$ cat src/rtl/spi_irq_pkg.sv
package spi_irq_pkg;

  typedef struct packed {
    logic wr_status;
    logic wr_enable;
    logic wr_disable;
    logic wr_txd;
    logic rd_status;
    logic rd_mask;
    logic rd_rxd;
  } dec_hits_t;

  // Mask update: ones in set_v add, ones in clr_v remove, clear has priority.
  function automatic logic [31:0] mask_next(input logic [31:0] cur,
                                            input logic [31:0] set_v,
                                            input logic [31:0] clr_v);
    return (cur | set_v) & ~clr_v;
  endfunction

  // Sticky event update: a new event beats a simultaneous clear.
  function automatic logic [31:0] event_next(input logic [31:0] cur,
                                             input logic [31:0] ev,
                                             input logic [31:0] clr_v);
    return (cur & ~clr_v) | ev;
  endfunction

endpackage

$ cat src/rtl/spi_irq_decode.sv
module spi_irq_decode
  import spi_irq_pkg::*;
#(
  parameter int ADDR_W     = 8,
  parameter logic [ADDR_W-1:0] OFF_STATUS = 8'h04,
  parameter logic [ADDR_W-1:0] OFF_ENABLE = 8'h08,
  parameter logic [ADDR_W-1:0] OFF_DISABLE = 8'h0C,
  parameter logic [ADDR_W-1:0] OFF_MASK   = 8'h10,
  parameter logic [ADDR_W-1:0] OFF_TXD    = 8'h1C,
  parameter logic [ADDR_W-1:0] OFF_RXD    = 8'h20
) (
  input  logic              sel,
  input  logic              we,
  input  logic [ADDR_W-1:0] addr,
  output dec_hits_t         hits
);
  logic wr_acc, rd_acc;
  assign wr_acc = sel & we;
  assign rd_acc = sel & ~we;

  always_comb begin
    hits            = '0;
    hits.wr_status  = wr_acc && (addr == OFF_STATUS);
    hits.wr_enable  = wr_acc && (addr == OFF_ENABLE);
    hits.wr_disable = wr_acc && (addr == OFF_DISABLE);
    hits.wr_txd     = wr_acc && (addr == OFF_TXD);
    hits.rd_status  = rd_acc && (addr == OFF_STATUS);
    hits.rd_mask    = rd_acc && (addr == OFF_MASK);
    hits.rd_rxd     = rd_acc && (addr == OFF_RXD);
  end
endmodule

$ cat src/rtl/spi_irq_status.sv
module spi_irq_status
  import spi_irq_pkg::*;
#(
  parameter int NSRC = 7,
  parameter logic [NSRC-1:0] LEVEL_BITS = 7'b0010100
) (
  input  logic            clk,
  input  logic            rst_n,
  input  logic [NSRC-1:0] ev,
  input  logic [NSRC-1:0] lvl,
  input  logic            clr_en,
  input  logic [NSRC-1:0] clr_data,
  output logic [NSRC-1:0] status_view
);
  logic [NSRC-1:0] clr_v;
  logic [31:0]     nxt_full;
  logic [NSRC-1:0] evt_q;

  assign clr_v    = clr_en ? clr_data : '0;
  assign nxt_full = event_next(32'(evt_q), 32'(ev), 32'(clr_v));

  always_ff @(posedge clk) begin
    if (!rst_n) evt_q <= '0;
    else        evt_q <= nxt_full[NSRC-1:0] & ~LEVEL_BITS;
  end

  for (genvar i = 0; i < NSRC; i++) begin : g_bit
    if (LEVEL_BITS[i]) begin : g_lvl
      assign status_view[i] = lvl[i];
    end else begin : g_evt
      assign status_view[i] = evt_q[i];
    end
  end
endmodule

$ cat src/rtl/spi_irq_mask.sv
module spi_irq_mask
  import spi_irq_pkg::*;
#(
  parameter int NSRC = 7
) (
  input  logic            clk,
  input  logic            rst_n,
  input  logic            set_en,
  input  logic            clr_en,
  input  logic [NSRC-1:0] data,
  output logic [NSRC-1:0] mask_q
);
  logic [31:0] nxt_full;
  assign nxt_full = mask_next(32'(mask_q),
                              set_en ? 32'(data) : 32'd0,
                              clr_en ? 32'(data) : 32'd0);

  always_ff @(posedge clk) begin
    if (!rst_n) mask_q <= '0;
    else        mask_q <= nxt_full[NSRC-1:0];
  end
endmodule

$ cat src/rtl/spi_irq_regbank.sv
module spi_irq_regbank
  import spi_irq_pkg::*;
#(
  parameter int ADDR_W   = 8,
  parameter int DATA_W   = 32,
  parameter int BYTE_W   = 8,
  parameter int NSRC     = 7,
  parameter int RXNE_POS = 4,
  parameter int TXNF_POS = 2
) (
  input  logic              clk,
  input  logic              rst_n,
  input  logic              bus_sel,
  input  logic              bus_we,
  input  logic [ADDR_W-1:0] bus_addr,
  input  logic [DATA_W-1:0] bus_wdata,
  output logic [DATA_W-1:0] bus_rdata,
  input  logic [NSRC-1:0]   evt_pulse,
  input  logic              rx_not_empty,
  input  logic              tx_not_full,
  input  logic [BYTE_W-1:0] rx_byte,
  output logic              rx_pop,
  output logic              tx_push,
  output logic [BYTE_W-1:0] tx_byte,
  output logic              irq
);
  localparam logic [NSRC-1:0] LEVEL_BITS =
    NSRC'((1 << RXNE_POS) | (1 << TXNF_POS));

  dec_hits_t       hits;
  logic [NSRC-1:0] lvl_vec;
  logic [NSRC-1:0] status_view;
  logic [NSRC-1:0] mask_q;
  logic [NSRC-1:0] pending;

  // Named event wires for the checker.
  logic wr_status, wr_enable, wr_disable;
  assign wr_status  = hits.wr_status;
  assign wr_enable  = hits.wr_enable;
  assign wr_disable = hits.wr_disable;

  always_comb begin
    lvl_vec           = '0;
    lvl_vec[RXNE_POS] = rx_not_empty;
    lvl_vec[TXNF_POS] = tx_not_full;
  end

  spi_irq_decode #(.ADDR_W(ADDR_W)) u_dec (
    .sel  (bus_sel),
    .we   (bus_we),
    .addr (bus_addr),
    .hits (hits)
  );

  spi_irq_status #(.NSRC(NSRC), .LEVEL_BITS(LEVEL_BITS)) u_stat (
    .clk         (clk),
    .rst_n       (rst_n),
    .ev          (evt_pulse),
    .lvl         (lvl_vec),
    .clr_en      (hits.wr_status),
    .clr_data    (bus_wdata[NSRC-1:0]),
    .status_view (status_view)
  );

  spi_irq_mask #(.NSRC(NSRC)) u_mask (
    .clk    (clk),
    .rst_n  (rst_n),
    .set_en (hits.wr_enable),
    .clr_en (hits.wr_disable),
    .data   (bus_wdata[NSRC-1:0]),
    .mask_q (mask_q)
  );

  assign pending = status_view & mask_q;
  assign irq     = |pending;
  assign rx_pop  = hits.rd_rxd;
  assign tx_push = hits.wr_txd;
  assign tx_byte = bus_wdata[BYTE_W-1:0];

  always_comb begin
    bus_rdata = '0;
    if (hits.rd_status)   bus_rdata = DATA_W'(status_view);
    else if (hits.rd_mask) bus_rdata = DATA_W'(mask_q);
    else if (hits.rd_rxd)  bus_rdata = DATA_W'(rx_byte);
  end
endmodule

$ cat config.mk
export PLATFORM = sky130hd
export DESIGN_NAME = spi_irq_regbank
export DESIGN_NICKNAME = d
export VERILOG_FILES = /design/src/rtl/spi_irq_pkg.sv /design/src/rtl/spi_irq_decode.sv /design/src/rtl/spi_irq_status.sv /design/src/rtl/spi_irq_mask.sv /design/src/rtl/spi_irq_regbank.sv
export SDC_FILE = /design/constraint.sdc
export NUM_CORES = 1
export LEC_CHECK = 0
export CELL_PAD_IN_SITES_DETAIL_PLACEMENT = 0
export CELL_PAD_IN_SITES_GLOBAL_PLACEMENT = 2
export CORE_MARGIN = 2
export CORE_UTILIZATION = 16
export CTS_CLUSTER_DIAMETER = 100
export CTS_CLUSTER_SIZE = 25
export DETAILED_ROUTE_END_ITERATION = 7
export PLACE_DENSITY = 0.95
export SLEW_MARGIN = 0
export SYNTH_ARGS = -nofsm -noshare
export SYNTH_HDL_FRONTEND = slang
export SYNTH_SLANG_ARGS = --single-unit
$ cat constraint.sdc
create_clock -name clk -period 2.7 [get_ports clk]
set_input_delay 0.27 -clock clk [delete_from_list [all_inputs] [get_ports clk]]
set_output_delay 0.27 -clock clk [all_outputs]
set_load 0.02 [all_outputs]
---- Word level (Yosys, flattened, before mapping) ----
Cells that the tools add are included.
storage, ports and cells
  output and inout bits ................... 43
  bits of input ports ..................... 61
  bits in registers ....................... 14
  logic and storage cells ................. 33
operators by class
  bitwise logic cells ..................... 10
  muxes and demuxes ....................... 6
  reductions and logical operators ........ 8
  equality and inequality tests ........... 6
operator list
  cell                                            number
  2-to-1 mux 8 bit                                3
  AND 7 bit                                       3
  2-to-1 mux 7 bit                                3
  == test 8 x 4 -> 1 bit (second input constant)  2
  == test 8 x 5 -> 1 bit (second input constant)  2
  NOT 7 bit                                       2
  bitwise OR 7 bit                                2
  == test 8 x 3 -> 1 bit (second input constant)  1
  == test 8 x 6 -> 1 bit (second input constant)  1
  logical AND 1 bit                               7
  OR reduction 7 bit                              1
  AND 1 bit                                       2
  NOT 1 bit                                       1

---- Logic depth before layout (Yosys ltp) ----
  depth after elaboration ................. 6
  mapped depth ............................ 5

---- Hierarchy ----
Synthesis repeated with hierarchy kept, for this count alone.
unflattened totals
  cells, all modules ...................... 128
  area, all modules ....................... 1012.2 um2
by module, submodules not included
  module           sequential area each (um2)  times used  area an instance (um2)  cells each
  spi_irq_regbank  0.0                         1           484.2                   69
  spi_irq_mask     140.1                       1           231.5                   22
  spi_irq_status   100.1                       1           190.2                   22
  spi_irq_decode   0.0                         1           106.4                   15

---- Worst setup path before layout ----
OpenSTA, ideal clock, no wires.
  kind .................................... input to output
  from .................................... input bus_we
  to ...................................... output bus_rdata[7]
  data arrival time ....................... 1.585 ns
  buffers on the path ..................... 1
  stages .................................. 4
  slack ................................... 0.845 ns
  path through ............................ or4b_4 -> buf_6 -> and4bb_1 -> and2_1
on the way
  cells in the longest elaborated chain, start to end .. 6
  elaborated cells on any way between the ends .. 8
  classes of those cells .................. mux: 3; bitwise: 2; reduce/logical: 3
RTL lines
  what                line                   source
  start: declaration  spi_irq_regbank.sv:14  input logic bus_we,
  NOT 1 bit           spi_irq_decode.sv:19   assign rd_acc = sel & ~we;
  AND 1 bit           spi_irq_decode.sv:19
  logical AND 1 bit   spi_irq_decode.sv:29   hits.rd_rxd = rd_acc && (addr == OFF_RXD);
  named net rx_pop    spi_irq_regbank.sv:22  output logic rx_pop,
  2-to-1 mux 8 bit    spi_irq_regbank.sv:84  else if (hits.rd_rxd) bus_rdata = DATA_W'(rx_byte);
  2-to-1 mux 8 bit    spi_irq_regbank.sv:83  else if (hits.rd_mask) bus_rdata = DATA_W'(mask_q);
  2-to-1 mux 8 bit    spi_irq_regbank.sv:82  if (hits.rd_status) bus_rdata = DATA_W'(status_view);
  end: declaration    spi_irq_regbank.sv:17  output logic [DATA_W-1:0] bus_rdata,
The timed path passes the listed nets, and every way through them passes these cells.

---- Worst setup path in the final report ----
  from .................................... input bus_we
  to ...................................... output bus_rdata[7]
on the way
  cells in the longest elaborated chain, start to end .. 6
  elaborated cells on any way between the ends .. 8
  classes of those cells .................. mux: 3; bitwise: 2; reduce/logical: 3
RTL lines
  what                  line
  NOT 1 bit (*)         spi_irq_decode.sv:19
  AND 1 bit (*)         spi_irq_decode.sv:19
  logical AND 1 bit     spi_irq_decode.sv:29
  2-to-1 mux 8 bit      spi_irq_regbank.sv:84
  2-to-1 mux 8 bit      spi_irq_regbank.sv:83
  2-to-1 mux 8 bit (*)  spi_irq_regbank.sv:82
Every way passes the cells marked *; elsewhere a longest branch is shown, timed or not.

==> results.md <==
Detailed routing:
- The number of vias per cell after detailed routing is 4.010.
- In the final routed layout, each cell accounts on average for approximately 12 um.
- The remaining antenna violation count after routing is 0.
- After detailed routing, the number of remaining DRC violations is 0.
- The final wirelength is ~3.4 mm.
- The first routing iteration left 50 violations.
- The via count is roughly 1200.
- The total iterations of the first detailed-routing run is 4.

STA:
- The clock arrives with 0 ns of skew.
- The number of pins exceeding their max-slew limit in the final report is 0.
- In the finished design, the share of the clock period the worst path needs comes to 94.81%.
- The slew at the pin closest to its max-slew limit is just under 0.6 ns.
- The headroom to the max-slew limit is 59.94%.
- Setup repair after global routing left no endpoint under its margin.
- The time the final worst path needs with I/O delays and setup is approximately 2.6 ns.
- The final count of negative-setup-slack endpoints is 0.
- The number of hold violations in the final report is 0.
- Timing would allow up to approximately 400 MHz.
- Setup total negative slack on the finished layout was measured at 0 ns.

Logic synthesis:
- The number of flip-flops and latches in the synthesized netlist is 12.
- The synthesis warning total is 0.
- The average instance in the mapped netlist occupies around 8 um^2.
- Synthesis produced about 150 cells.
- The sequential fraction of the synthesis area is between 20% and 30%.
- The post-synthesis instance area is ~0.0012 mm^2.
- In this run, distinct cell masters in the synthesized netlist total 30.

Clock network:
- Clock-pin slew was measured on the worst setup and hold paths at about 0.05 ns.
- The CTS tree is yes.
- At the later pin of the worst-skew pair, clock insertion delay measures 0.23 ns.
- CTS built an H-tree with a depth of 1.
- The tree built by TritonCTS fans out to 12 sinks.
- The maximum root-to-sink buffer count is 2.
- The total clock buffers created by CTS is 3.
- The root buffer cell is clkbuf_8.
- Hold repair after CTS inserted 0 buffers.

Job:
- The total of max-cap violations is 0.

Placement:
- At the end of routability-driven placement, the weighted congestion stood at 0.7702.
- The count of buffers from port buffering is between 50 and 60.
- Summed over all nets, the half-perimeter wirelength after detailed placement is ~2.7 mm.
- The cell area after placement is about 0.0017 mm^2.

Pwr:
- The share of total power dissipated in the clock network is approximately 31%.
- The cell area power density is a little under 300 mW/mm^2.
- Cell internal power was estimated by the tool at roughly 0.00035 W.
- IR analysis of the VDD net gives a maximum drop of 0.08775 mV.
- The share of total power dissipated in combinational logic is ~30%.
- Net switching is roughly 29% of the power.
- The analysis attributes to cell leakage a power of 0.6857 nW.
- Summed over all nets, the switching power comes to ~0.00015 W.
- Sequential cells account for between 30% and 40% of the total power.

Setup path:
- The signal on the critical path passes through clkdlybuf4s50_1 -> or4b_4 -> and4bb_1 -> and2_1 -> clkdlybuf4s50_1.
- The element type at the critical path end is an output pin.
- The endpoint required time on the critical path is between 2 and 2.5 ns.
- The critical setup path kind is in -> out.
- Among all stages on the critical path, the largest delay is contributed by clkdlybuf4s50_1.
- In this design, the critical path's most frequently occurring cell is clkdlybuf4s50_1.
- The kind of cell with the highest combined delay along the critical path is buffers and inverters.
- The highest fanout seen on the critical path is 4.
- Data on the critical path arrives at its endpoint at about 2.3 ns.
- On the worst path, the slowest cell contributes a delay of ~0.6 ns.
- The kind of launch point of the worst setup path is a primary input.
- The count of buffering cells on the critical path with inverters included is 2.

Global route:
- The first global-routing pass estimated slightly below 5 mm of wire.
- The via count of the first global-routing pass is around 1100.
- Entering global routing, the biggest net connects 17 pins.
- The initial antenna violation count is 0.
- The overall track demand over capacity in global routing is 8.062%.
- Global routing finished with a remaining overflow of 0.

Floorplanning:
- The die covers between 0.008 and 0.009 mm^2.
- The floorplan has 31 rows.
- The core region is approximately 0.0072 mm^2.
- The width of the die is between 80 and 90 um.
- The effective utilization at floorplan is between 10% and 20%.
- The I/O pin count is ~100.
- The floorplan step set the die height to 89.51 um.

Final layout:
- 0 antenna diodes ended up in the layout.
- The area added between synthesis and finish is 46.42%.
- Once layout is complete, the utilization of the core stands at a little under a quarter.
- At the end of the flow, the number of nets in the layout was 255.
- With fillers left out, the area of the finished cells amounts to roughly 0.0017 mm^2.
- In the final layout, the share of cells above drive strength 1 is under 10%.

Worst hold path:
- The tightest min-delay check is of the reg -> reg type.

Status:
- The run finished with clean final reports.
layer usage:
metal	up-vias	wire length [um]	track usage, %
li1	568	-	-
met5	-	0	0
met2	45	1760	15.42
met3	5	238	1.477
met4	0	67	4.071
met1	549	1315	8.274
per-stage QoR:
| step | std cells | total power [W] | setup WS, ns | hold WS [ns] |
|---|---|---|---|---|
| after floorplan | 169 | 0.0002978 | 0.8453 | 0.3911 |
| after global placement | 287 | 0.0003431 | 0.1101 | 0.4705 |
| after detailed placement | 287 | 0.0003445 | 0.1224 | 0.4839 |
| after CTS | 290 | 0.0005026 | 0.1095 | 0.4906 |
| after global routing | 291 | 0.0005253 | 0.03394 | 0.5142 |
| final | 291 | 0.0004982 | 0.1401 | 0.4857 |
worst min-delay path: cells and delay by family (launching register included):
family | cells | cell delay [ns]
flops | 1 | 0.32
mux | 1 | 0.06
simple gates | 1 | 0.06
cells by family (layout without fill, tap and decap cells):
kind of cell / after synthesis / after routing / share of synthesized area, %
compound gates: 27 / 27 / 14.01
other cells: 1 / 24 / 0.3205
mux: 7 / 7 / 5.990
flops: 12 / 12 / 20.53
buf+inv: 43 / 66 / 24.81
simple gates: 56 / 56 / 34.33
registers in the layout (all words and copies together), names as in the netlist:
register / count
u_mask.mask_q: 7
u_stat.evt_q: 5
final timing paths:
check | start | end | slack (ns) | depth (start not counted)
hold reg to reg | u_mask.mask_q[5] | u_mask.mask_q[5] | 0.49 | 2
setup reg to reg | u_stat.evt_q[1] | u_stat.evt_q[1] | 1.96 | 2
hold / removal | u_mask.mask_q[5] | u_mask.mask_q[5] | 0.49 | 2
setup / recovery | bus_we | bus_rdata[7] | 0.14 | 5
placed cells by master, fill, tap and decap left out:
| cell | netlist | layout |
|---|---|---|
| nor4b_4 | 1 | 1 |
| and2_2 | 2 | 2 |
| a21oi_1 | 7 | 7 |
| a41oi_1 | 5 | 5 |
| nand2_1 | 9 | 9 |
| nor4_4 | 1 | 1 |
| or3_1 | 1 | 1 |
| buf_4 | 32 | 7 |
| and3b_1 | 14 | 14 |
| nor2_1 | 1 | 1 |
| nand4_1 | 4 | 4 |
| and4bb_1 | 1 | 1 |
| nand3_1 | 8 | 8 |
| inv_1 | 5 | 5 |
| dfxtp_1 | 12 | 12 |
| clkdlybuf4s50_1 | 0 | 51 |
| nand2b_1 | 4 | 4 |
| nor3_1 | 1 | 1 |
| mux2i_1 | 7 | 7 |
| o21ai_0 | 12 | 12 |
| conb_1 | 1 | 24 |
| or4b_4 | 1 | 1 |
| nor3b_1 | 1 | 1 |
| a22oi_1 | 2 | 2 |
| and2_1 | 2 | 2 |
| or3b_2 | 1 | 1 |
| clkbuf_8 | 0 | 3 |
| a222oi_1 | 1 | 1 |
| nor4_1 | 4 | 4 |
repair_timing:
action,in CTS,in global routing
gates resized for setup,0,0
setup endpoints to repair,0,2
buffers inserted,0,1
power groups by stage:
stage | combinational [W] | sequential [W] | clock [W]
6_report | 0.000153 | 0.000189 | 0.000156
5_1_grt | 0.000166 | 0.000189 | 0.000170
4_1_cts | 0.000153 | 0.000189 | 0.000161
3_5_place_dp | 0.000152 | 0.000192 | 0
3_3_place_gp | 0.000151 | 0.000192 | 0
2_1_floorplan | 0.000109 | 0.000189 | 0
Yosys cell counts:
master	count	share of area, %
buf_6	1	0.96
a222oi_1	1	0.86
nor4_4	1	1.8
conb_1	1	0.32
nor3_1	1	0.43
a22oi_1	2	1.3
dfxtp_1	12	21
a41oi_1	5	3.7
and3b_1	14	10
or3_1	1	0.54
nand2_1	9	2.9
clkbuf_2	1	0.43
nor2_1	1	0.32
nand2b_1	4	2.1
a21oi_1	7	3.0
or4b_4	1	1.2
clkbuf_1	4	1.3
o21ai_0	12	5.1
and2_2	2	1.3
and2_1	2	1.1
or3b_2	1	0.75
nand4_1	4	2.1
nor4b_4	1	2.0
buf_4	32	21
and4bb_1	1	1.1
nor4_1	4	2.1
mux2i_1	7	6.0
nor3b_1	1	0.64
nand3_1	8	3.4
inv_1	5	1.6
final cells by class:
cell class | instances | area [um^2]
fillers | 783 | 5463
multi-input cells | 114 | 725.7
repair buffers | 58 | 563.0
flip-flops and latches | 12 | 240.2
well taps | 99 | 123.9
clock buffers | 3 | 41.29
inverters | 5 | 18.77
(Power assumes the default switching activity.)
